--- src/rtl/ecc_pkg.sv ---
package ecc_pkg;

    localparam int CODE_W = 2;

    typedef enum logic [1:0] {
        ST_SLEEP = 2'd0,
        ST_FILL  = 2'd1,
        ST_RUN   = 2'd2
    } seq_state_e;

endpackage

--- src/rtl/ecc_stage_align.sv ---
module ecc_stage_align #(
    parameter int NSTAGE = 9
) (
    input  logic                  clk,
    input  logic                  rst,
    input  logic [2*NSTAGE-1:0]   raw_codes,
    output logic [2*NSTAGE-1:0]   aligned_codes
);

    // Stage g (0-based) is needed NSTAGE-g edges after it appears, so its
    // lane is NSTAGE-g registers long; the last stage gets a single register.
    for (genvar g = 0; g < NSTAGE; g++) begin : g_lane
        localparam int DEPTH = NSTAGE - g;
        logic [1:0] tap [DEPTH];

        always_ff @(posedge clk) begin
            if (rst) begin
                for (int j = 0; j < DEPTH; j++) begin
                    tap[j] <= '0;
                end
            end else begin
                tap[0] <= raw_codes[2*g +: 2];
                for (int j = 1; j < DEPTH; j++) begin
                    tap[j] <= tap[j-1];
                end
            end
        end

        assign aligned_codes[2*g +: 2] = tap[DEPTH-1];
    end

endmodule

--- src/rtl/ecc_overlap_add.sv ---
module ecc_overlap_add #(
    parameter int NSTAGE = 9
) (
    input  logic [2*NSTAGE-1:0]   aligned_codes,
    output logic [NSTAGE:0]       word
);

    localparam int OUT_W  = NSTAGE + 1;
    localparam int SUM_W  = OUT_W + 3;
    localparam int MAXV   = (1 << OUT_W) - 1;

    logic [NSTAGE-1:0]          prev_hi;
    logic signed [SUM_W-1:0]    acc;
    logic signed [2:0]          digit;
    logic [1:0]                 code;

    // Upper bit of the preceding stage's code; stage 1 has no predecessor
    // and always resolves an out-of-range mark upward.
    always_comb begin
        prev_hi[0] = 1'b1;
        for (int i = 1; i < NSTAGE; i++) begin
            prev_hi[i] = aligned_codes[2*i-1];
        end
    end

    always_comb begin
        acc   = '0;
        digit = '0;
        code  = '0;
        for (int i = 0; i < NSTAGE - 1; i++) begin
            code = aligned_codes[2*i +: 2];
            if (code == 2'b11) begin
                digit = prev_hi[i] ? 3'sd3 : -3'sd1;
            end else begin
                digit = signed'({1'b0, code});
            end
            acc = acc + (SUM_W'(digit) <<< (NSTAGE - 1 - i));
        end
        acc = acc + signed'(SUM_W'(aligned_codes[2*NSTAGE-1 -: 2]));
    end

    always_comb begin
        if (int'(acc) < 0) begin
            word = '0;
        end else if (int'(acc) > MAXV) begin
            word = '1;
        end else begin
            word = acc[OUT_W-1:0];
        end
    end

endmodule

--- src/rtl/ecc_seq_ctrl.sv ---
module ecc_seq_ctrl
    import ecc_pkg::*;
#(
    parameter int LATENCY = 5
) (
    input  logic clk,
    input  logic rst,
    input  logic pwrdn,
    input  logic oe_n,
    output logic dvalid,
    output logic drive_en
);

    localparam int                CNT_W     = $clog2(LATENCY + 1);
    localparam logic [CNT_W-1:0]  FILL_LAST = CNT_W'(LATENCY - 1);

    seq_state_e        state_q, state_d;
    logic [CNT_W-1:0]  cnt_q, cnt_d;

    always_ff @(posedge clk) begin
        if (rst) begin
            state_q <= ST_FILL;
            cnt_q   <= '0;
        end else begin
            state_q <= state_d;
            cnt_q   <= cnt_d;
        end
    end

    always_comb begin
        state_d = state_q;
        cnt_d   = cnt_q;
        unique case (state_q)
            ST_FILL: begin
                if (pwrdn) begin
                    state_d = ST_SLEEP;
                    cnt_d   = '0;
                end else if (cnt_q == FILL_LAST) begin
                    state_d = ST_RUN;
                end else begin
                    cnt_d = cnt_q + 1'b1;
                end
            end
            ST_RUN: begin
                if (pwrdn) begin
                    state_d = ST_SLEEP;
                end
            end
            ST_SLEEP: begin
                if (!pwrdn) begin
                    state_d = ST_FILL;
                    cnt_d   = '0;
                end
            end
            default: begin
                state_d = ST_FILL;
                cnt_d   = '0;
            end
        endcase
    end

    always_comb begin
        dvalid   = (state_q == ST_RUN);
        drive_en = !oe_n && !pwrdn;
    end

endmodule

--- src/rtl/ecc_corrector.sv ---
module ecc_corrector #(
    parameter int NSTAGE  = 9,
    parameter int LATENCY = 5
) (
    input  logic                  clk,
    input  logic                  rst,
    input  logic [2*NSTAGE-1:0]   stage_codes,
    input  logic                  oe_n,
    input  logic                  pwrdn,
    output logic [NSTAGE:0]       dout,
    output logic                  dout_oe,
    output logic                  dvalid
);

    localparam int OUT_W     = NSTAGE + 1;
    localparam int OUT_STAGE = LATENCY - 1;

    logic [2*NSTAGE-1:0]  aligned;
    logic [OUT_W-1:0]     merged;
    logic [OUT_W-1:0]     pipe_q [OUT_STAGE];

    ecc_stage_align #(.NSTAGE(NSTAGE)) u_align (
        .clk           (clk),
        .rst           (rst),
        .raw_codes     (stage_codes),
        .aligned_codes (aligned)
    );

    ecc_overlap_add #(.NSTAGE(NSTAGE)) u_merge (
        .aligned_codes (aligned),
        .word          (merged)
    );

    ecc_seq_ctrl #(.LATENCY(LATENCY)) u_ctrl (
        .clk      (clk),
        .rst      (rst),
        .pwrdn    (pwrdn),
        .oe_n     (oe_n),
        .dvalid   (dvalid),
        .drive_en (dout_oe)
    );

    always_ff @(posedge clk) begin
        if (rst) begin
            for (int j = 0; j < OUT_STAGE; j++) begin
                pipe_q[j] <= '0;
            end
        end else begin
            pipe_q[0] <= merged;
            for (int j = 1; j < OUT_STAGE; j++) begin
                pipe_q[j] <= pipe_q[j-1];
            end
        end
    end

    assign dout = pipe_q[OUT_STAGE-1];

endmodule

--- config.mk ---
export PLATFORM = sky130hd
export DESIGN_NAME = ecc_corrector
export DESIGN_NICKNAME = d
export VERILOG_FILES = /design/src/rtl/ecc_pkg.sv /design/src/rtl/ecc_stage_align.sv /design/src/rtl/ecc_overlap_add.sv /design/src/rtl/ecc_seq_ctrl.sv /design/src/rtl/ecc_corrector.sv
export SDC_FILE = /design/constraint.sdc
export NUM_CORES = 1
export LEC_CHECK = 0
export BUFFER_PORTS_ARGS = -buffer_cell sky130_fd_sc_hd__buf_2
export CORE_MARGIN = 2
export CORE_UTILIZATION = 55
export CTS_BUF_LIST = sky130_fd_sc_hd__clkbuf_2 sky130_fd_sc_hd__clkbuf_4 sky130_fd_sc_hd__clkbuf_8
export CTS_CLUSTER_SIZE = 10
export DETAILED_ROUTE_END_ITERATION = 12
export MAX_ROUTING_LAYER = met4
export PLACE_DENSITY = 0.78
export SLEW_MARGIN = 0
export SYNTH_ARGS = -nofsm -noshare
export SYNTH_HDL_FRONTEND = slang
export SYNTH_HIERARCHICAL = 1
export SYNTH_SLANG_ARGS = --single-unit
--- constraint.sdc ---
create_clock -name clk -period 14.8 [get_ports clk]
set_input_delay 0 -clock clk [delete_from_list [all_inputs] [get_ports clk]]
set_output_delay 0 -clock clk [all_outputs]
set_load 0.05 [all_outputs]
Yosys cells after proc, flatten, opt, wreduce, memory -nomap -nowiden:

Memories as Yosys holds them, arrays and structs flattened.
Index checks and enable logic that the tools add are counted.

* $add $sub $neg: 9
* eq/ne operators: 15
* reductions and logical operators: 7
* $lt $le $gt $ge: 2
* bitwise logic cells: 49
* muxes and demuxes: 79

Operators by type and width (number)
* $mux 2: 50
* $mux 10: 6
* $mux 3: 17
* $or 1x1->1: 48
* $eq 2x2->1 const B: 9
* $add 12x9->13: 1
* $add 13x3->13: 1
* $add 13x4->13: 1
* $add 13x5->13: 1
* $add 13x6->13: 1
* $add 13x7->13: 1
* $add 13x8->13: 1
* $gt 13x11->1 const B: 1
* $lt 13x1->1 const B: 1
* $add 11x10->12: 1
* $pmux 3 s3: 1
* $pmux 2 s3: 1
* $reduce_and 3->1: 2
* $mux 1: 4
* $ne 2x2->1 const B: 2
* $add 3x1->3 const B: 1
* $eq 3x3->1 const B: 1
* $ne 3x2->1 const B: 1
* $ne 3x3->1 const B: 1
* 6 further kinds: 7

* bits in registers: 5
* output and inout port bits: 12
* bits of input ports: 22
* memories: 10
* bits in writable memories: 130

Memory list
* pipe_q: depth 4, bits a word 10, rd ports 4, clocked after memory_dff 0, write ports 4, line ecc_corrector.sv:20 `logic [OUT_W-1:0] pipe_q [OUT_STAGE];`
* u_align.g_lane[0].tap: depth 9, bits a word 2, rd ports 9, clocked after memory_dff 0, write ports 9, line ecc_stage_align.sv:14 `logic [1:0] tap [DEPTH];`
* u_align.g_lane[1].tap: depth 8, bits a word 2, rd ports 8, clocked after memory_dff 0, write ports 8, line ecc_stage_align.sv:14
* u_align.g_lane[2].tap: depth 7, bits a word 2, rd ports 7, clocked after memory_dff 0, write ports 7, line ecc_stage_align.sv:14
* u_align.g_lane[3].tap: depth 6, bits a word 2, rd ports 6, clocked after memory_dff 0, write ports 6, line ecc_stage_align.sv:14
* u_align.g_lane[4].tap: depth 5, bits a word 2, rd ports 5, clocked after memory_dff 0, write ports 5, line ecc_stage_align.sv:14
* +4 memories

Logic depth before layout (Yosys ltp):

Gate-level depths: netlist of the first run.
An unclocked memory read counts as a cell.

* depth after elaboration: 15
* mapped depth: 18

Hierarchy:

The synthesis of the first run kept the hierarchy.

By module, submodules not included
* ecc_stage_align: area each 2567.5 sq um, sequential area each 1801.7 sq um, cells an instance 202, times used 1
* ecc_overlap_add: area each 1293.7 sq um, sequential area each 0.0 sq um, cells an instance 148, times used 1
* ecc_corrector: area each 1156.1 sq um, sequential area each 800.8 sq um, cells an instance 84, times used 1
* ecc_seq_ctrl: area each 339.1 sq um, sequential area each 100.1 sq um, cells an instance 38, times used 1

Worst setup path after synthesis of the first run:

OpenSTA, ideal clock, no wires.

* kind: flip-flop to flip-flop
* start point: memory u_align.g_lane[4].tap[4][1], in the netlist u_align/g_lane[4].tap[0][9]
* end point: memory pipe_q[0][0] (netlist name)
* library setup time: 116 ps
* arrival: 4697 ps
* stages on the path, launching flop included: 16
* path slack: 9987 ps
* clock period less this slack: 4813 ps
* cell sequence: dfxtp_1 > buf_4 > nor3_1 > fa_1 > fa_1 > inv_1 > fa_1 > fa_1 > inv_1 > ha_1 > and2_4 > a221o_1 > or4_4 > o21ai_4 > a22oi_1 > nor2b_2

RTL lines (line)
* start, declared: ecc_stage_align.sv:14
* end, declared: ecc_corrector.sv:20

==> summary.txt, run 1 <==
Global routing
  • Initial antenna violation count: 0
  • GRT Util Overall: 0.152
  • First-pass GRT wire length: 11.9 mm
  • Grt ovf: 0
  • Number of global-route vias before repair: 2850
  • Largest net degree at the start of global routing: 90

Yosys
  • Distinct cells, synth: 38
  • Sequential fraction of the synthesis area: 0.505
  • Yosys warnings: 6
  • Synth Area per Inst: 11.3 sq um
  • EDFF count, synth: 0
  • Async SR Flop Fraction: 0
  • Cell area after synthesis: 5360 sq um
  • FF+latch count, synth: 135
  • Syn Inst Count: 472
  • Synth Net Count: 545
  • Predominant post-synthesis flop cell: dfxtp_1

Pwr
  • Seq pwr share: 0.544
  • Power Dens Cells: 115 nW/um^2
  • Worst VDD drop: 0.0937 mV
  • NetSw: 172 uW
  • Int Pwr: 519 uW
  • Logic gate share of total power: 0.052
  • Sw Ratio: 0.249
  • Cell leakage power: 2.73 nW
  • Portion of total power attributed to the clock network: 0.404

Setup path
  • Slowest CP cell: fa_1
  • WP data arrival: 5.30 ns
  • Worst Setup Start Kind: flip-flop
  • Peak fanout along the critical path: 10
  • CP delay by family, top: adder cells
  • CP dominant cell by count: fa_1
  • CP Buf/Inv Count: 3
  • Worst R2R Setup Slack: 9.79 ns
  • Req. time, crit path: 15.10 ns
  • CP max stage delay: 0.56 ns
  • Crit Path Category: flip-flop to flip-flop
  • Crit. End Element: flip-flop
  • Worst-path cell chain: inv_1, nor3_1, fa_1, fa_1, inv_1, fa_1, fa_1, inv_1, ha_1, and2_4, a221o_1, or4_4, o21ai_4, a22oi_1, nor2b_2

Die
  • Initial core utilization: 0.558
  • Die area: 10500 sq um
  • # IOs: 34
  • Die Ht: 103 microns
  • Core Box Area: 9590 sq um
  • Die W: 103 microns
  • FP Rows: 36

Clock network
  • Clk sink count: 135
  • Post-CTS Setup Inserts: 0
  • Root Buffer: clkbuf_8
  • CTS tree: done
  • Hold_buf cts: 19
  • Worst-path clk slew: 0.09 ns
  • CTS buffer count: 17
  • Clk Latency, worst-skew pair: 0.42 ns
  • CTS Buffer Depth: 2
  • CTS-repair resized insts: 0
  • H-tree levels: 4

STA
  • Max Transition Viols Final: 0
  • Relative slew slack: 0.484
  • Final setup viols: 0
  • Setup tns final: 0 ns
  • Fin. Hold Viols: 0
  • Fmax: 200 MHz
  • RSZ-0062 raised after global routing: false
  • Period utilization: 0.338
  • Clock period minus worst slack: 5.01 ns
  • Worst-margin pin slew: 0.774 ns
  • Layout Skew: 0.0156 ns

Routing
  • Routed wire length: 6.85 mm
  • Antenna Nets Post-Route: 0
  • DRC: 0
  • WL per Instance: 10.5 microns
  • Initial detailed-routing violation count: 109
  • Vias: 2924
  • Via density per instance: 4.48
  • Drt first pass iters: 4

Cells and area
  • Fill cell count: 728
  • FF/Latch Area: 2700 sq um
  • Nets: 579
  • Share of cells above drive strength 1: 0.202
  • Antenna cells: 0
  • Fin util: 0.624
  • Most frequent cells in the layout: 135 x dfxtp_1, 102 x nor2b_1, 49 x inv_1
  • Finished Layout Cells: 652
  • Commonest non-fill, non-tap cell in the layout: dfxtp_1
  • Syn-to-layout area delta: 11.8%
  • Area of the multi-input gates: 2190 sq um
  • Final Instance Area: 5990 sq um

Placement
  • Placed Instance Area: 5420 sq um
  • Placed instance count: 601
  • I/O Buffers: 33
  • RD Place Congestion: 0.847
  • Post-DP HPWL: 4.45 mm

Flow run
  • Max cap viols: 0

Min path
  • Worst hold path type: primary input to flip-flop

Outcome
  • Status: complete, no violations
## per-layer routing
layer / vias up / part of all wire / track usage
met4: 0 / 0.0086 / 0.0708
met3: 14 / 0.040 / 0.0515
met2: 52 / 0.52 / 0.256
met5: - / 0 / -
met1: 1351 / 0.43 / 0.160
li1: 1507 / - / -
## state kept, by name (all words and copies together), names as in the netlist
register and count:
pipe_q 40, u_ctrl/cnt_q 3, u_ctrl/state_q 2, u_align/g_lane.tap 90
## layout make-up
class | instances | share of cell area
sequential | 135 | 0.451
multi-input combinational | 250 | 0.366
timing repair buffer | 53 | 0.0610
clock buffer | 18 | 0.0414
inverter | 49 | 0.0307
tap | 133 | 0.0278
clock inverter | 14 | 0.0221
## path summary, 6_finish.rpt
path	from	endpoint	cells after the start
worst max-delay path	u_align/g_lane[5].tap[3][1]$_SDFF_PP0_	pipe_q[0][2]$_SDFF_PP0_	15
worst min-delay path	rst	pipe_q[2][5]$_SDFF_PP0_	2
worst min register to register	u_align/g_lane[0].tap[0][13]$_SDFF_PP0_	u_align/g_lane[0].tap[0][15]$_SDFF_PP0_	1
worst max register to register	u_align/g_lane[5].tap[3][1]$_SDFF_PP0_	pipe_q[0][2]$_SDFF_PP0_	15
## logic make-up (layout without fill, tap and decap cells)
| family | Yosys count | in the layout | share of synthesized area |
|---|---|---|---|
| and+or+nand+nor | 159 | 159 | 0.197 |
| muxes | 2 | 2 | 0.00374 |
| xor gates and xnor gates | 6 | 6 | 0.00981 |
| buffers and inverters | 87 | 134 | 0.0864 |
| AOI/OAI and AO/OA | 32 | 32 | 0.0446 |
| adders and majority gates | 51 | 51 | 0.154 |
| DFF | 135 | 135 | 0.505 |
## metrics by stage
step	total power, mW	hold WS, ns	setup slack (ns)
global placement	0.415	0.207	9.91
detailed placement	0.416	0.212	9.79
global route	0.722	0.0719	9.52
CTS	0.702	0.0619	9.78
finish	0.690	0.0825	9.79
floorplan	0.412	0.0793	9.99
## power groups by stage
stage / Sequential, mW / Combinational (mW) / Clock (mW)
floorplan: 0.384 / 0.0280 / 0
global placement: 0.384 / 0.0310 / 0
detailed placement: 0.384 / 0.0324 / 0
CTS: 0.376 / 0.0365 / 0.290
global route: 0.377 / 0.0406 / 0.305
finish: 0.375 / 0.0361 / 0.279
## synthesized netlist by cell type (all sizes together), types with 5 or more instances
master  instances  area (sq um)
fa             25           500
nor3            5          25.0
a21oi           6          33.8
o21ai           5          40.0
xor2            5          43.8
clkbuf         16          76.3
inv            49           184
buf            22           203
a22oi          10          75.1
ha             26           325
nor2b         133           910
dfxtp         135          2700
nor2            6          22.5
Power figures use the tool's default switching activity.
==> inputs of run 2 (changes only) <==
==> constraint.sdc (replaced) <==
create_clock -name clk -period 5.1 [get_ports clk]
set_input_delay 0 -clock clk [delete_from_list [all_inputs] [get_ports clk]]
set_output_delay 0 -clock clk [all_outputs]
set_load 0.05 [all_outputs]
==> summary.txt, run 2 (same netlist as run 1, synthesis figures left out) <==
Setup path
  • CP Buf/Inv Count: 4 (+1)
  • CP delay by family, top: adder cells
  • CP max stage delay: 0.56 ns (about the same)
  • Crit. End Element: flip-flop
  • Peak fanout along the critical path: 10 (unchanged)
  • Slowest CP cell: fa_1
  • WP data arrival: 5.13 ns (-0.17 ns)
  • Worst-path cell chain: inv_1, nor3_1, buf_4, fa_2, fa_1, inv_1, fa_1, fa_1, inv_1, ha_1, and2_4, a221o_1, or4_4, o21ai_4, a22oi_1, nor2b_2
  • Crit Path Category: flip-flop to flip-flop
  • Req. time, crit path: 5.38 ns (-9.72 ns)
  • Worst Setup Start Kind: flip-flop

Clock network
  • Worst-path clk slew: 0.07 ns (-0.02 ns)
  • Clk sink count: 135 (unchanged)
  • Clk Latency, worst-skew pair: 0.41 ns (about the same)
  • CTS tree: done
  • CTS Buffer Depth: 2 (unchanged)
  • H-tree levels: 4 (unchanged)
  • Root Buffer: clkbuf_8
  • CTS buffer count: 17 (unchanged)

Die
  • # IOs: 34 (unchanged)
  • Initial core utilization: 0.558 (unchanged)
  • Die area: 10500 sq um (unchanged)
  • Die W: 103 microns (unchanged)
  • FP Rows: 36 (unchanged)
  • Die Ht: 103 microns (unchanged)
  • Core Box Area: 9590 sq um (unchanged)

Pwr
  • Cell leakage power: 2.73 nW (about the same)
  • Worst VDD drop: 0.270 mV (+190%)
  • Power Dens Cells: 333 nW/um^2 (+190%)

Routing
  • Routed wire length: 6.92 mm (+1.1%)
  • Drt first pass iters: 4 (unchanged)
  • DRC: 0 (unchanged)
  • Initial detailed-routing violation count: 79 (-28%)
  • Vias: 2902 (-0.75%)
  • Via density per instance: 4.44 (-0.90%)
  • WL per Instance: 10.6 microns (+0.97%)
  • Antenna Nets Post-Route: 0 (unchanged)

STA
  • Final setup viols: 0 (unchanged)
  • Clock period minus worst slack: 4.85 ns (-0.156 ns)
  • Fin. Hold Viols: 0 (unchanged)
  • Fmax: 206 MHz (+3.2%)
  • Max Transition Viols Final: 0 (unchanged)
  • Setup tns final: 0 ns (unchanged)
  • Period utilization: 0.951 (+0.613)
  • Layout Skew: 0.00701 ns (-0.00864 ns)
  • Worst-margin pin slew: 0.795 ns (+0.0210 ns)
  • RSZ-0062 raised after global routing: false
  • Relative slew slack: 0.470 (-0.0140)
  • WHS: 0.0909 ns (+0.00839 ns)

Placement
  • RD Place Congestion: 0.854 (+0.84%)
  • I/O Buffers: 33 (unchanged)
  • Post-DP HPWL: 4.60 mm (+3.2%)
  • Placed Instance Area: 5430 sq um (+0.14%)

Cells and area
  • Commonest non-fill, non-tap cell in the layout: dfxtp_1
  • Share of cells above drive strength 1: 0.212 (+0.00923)
  • Most frequent cells in the layout: 135 x dfxtp_1, 102 x nor2b_1, 48 x inv_1
  • Syn-to-layout area delta: 12.0%
  • Biggest regs: u_align/g_lane.tap (90), pipe_q (40), u_ctrl/cnt_q (3)
  • Max FFs per register: 90 (unchanged)
  • Area of the multi-input gates: 2200 sq um (+0.29%)
  • FF/Latch Area: 2700 sq um (unchanged)
  • Biggest register: u_align/g_lane.tap
  • Fill cell count: 740 (+1.6%)
  • Fin util: 0.625 (+0.000782)
  • Nets: 580 (+0.17%)
  • Final Instance Area: 6000 sq um (+0.13%)
  • Antenna cells: 0 (unchanged)

Global routing
  • Initial antenna violation count: 0 (unchanged)
  • Grt ovf: 0 (unchanged)
  • Largest net degree at the start of global routing: 90 (unchanged)
  • First-pass GRT wire length: 11.9 mm (+0.46%)
  • Number of global-route vias before repair: 2979 (+4.5%)
  • GRT Util Overall: 0.151 (-0.000585)

Min path
  • Worst hold path type: primary input to flip-flop

Flow run
  • Max cap viols: 0 (unchanged)

Outcome
  • Status: complete, no violations
## run 2: per-layer routing
metal	vias up	wire length, microns	track usage
li1	1505	-	-
met4	0	61	0.0636
met5	-	0	-
met3	5	208	0.0515
met1	1355	2950	0.151
met2	37	3710	0.268
## run 2: path summary, 6_finish.rpt
path	startpoint	end	slack, ns	depth (start not counted)
worst max-delay path	u_align/g_lane[5].tap[3][1]$_SDFF_PP0_	pipe_q[0][2]$_SDFF_PP0_	0.25	16
worst min-delay path	rst	pipe_q[3][0]$_SDFF_PP0_	0.09	2
worst max register to register	u_align/g_lane[5].tap[3][1]$_SDFF_PP0_	pipe_q[0][2]$_SDFF_PP0_	0.25	16
worst min register to register	pipe_q[1][0]$_SDFF_PP0_	pipe_q[2][0]$_SDFF_PP0_	0.44	1
## run 2: layout make-up
type / instances / area share
tap: 133 / 0.0277
clock buffer: 19 / 0.0415
multi-input combinational: 250 / 0.366
inverter: 49 / 0.0307
timing repair buffer: 54 / 0.0622
sequential: 135 / 0.451
clock inverter: 13 / 0.0209
## run 2: through the flow
step	setup slack, ns	std cells	power [mW]
2_1_floorplan	0.287	472	1.20
3_3_place_gp	0.316	602	1.20
3_5_place_dp	0.150	602	1.21
4_1_cts	0.140	653	2.03
5_1_grt	0.00611	653	2.09
6_report	0.247	653	2.00
## run 2: power breakdown
part	switching (mW)	internal [mW]	total (mW)
registers	0.00771	1.08	1.09
logic	0.0521	0.0523	0.104
clock network	0.400	0.402	0.802
## run 2: repair_timing
item / 4_1_cts / 5_1_grt
setup buffers: 0 / 0
setup endpoints to repair: 0 / 10
hold buffers: 19 / 0
resized for setup: 0 / 4
hold endpoints to repair: 20 / 0
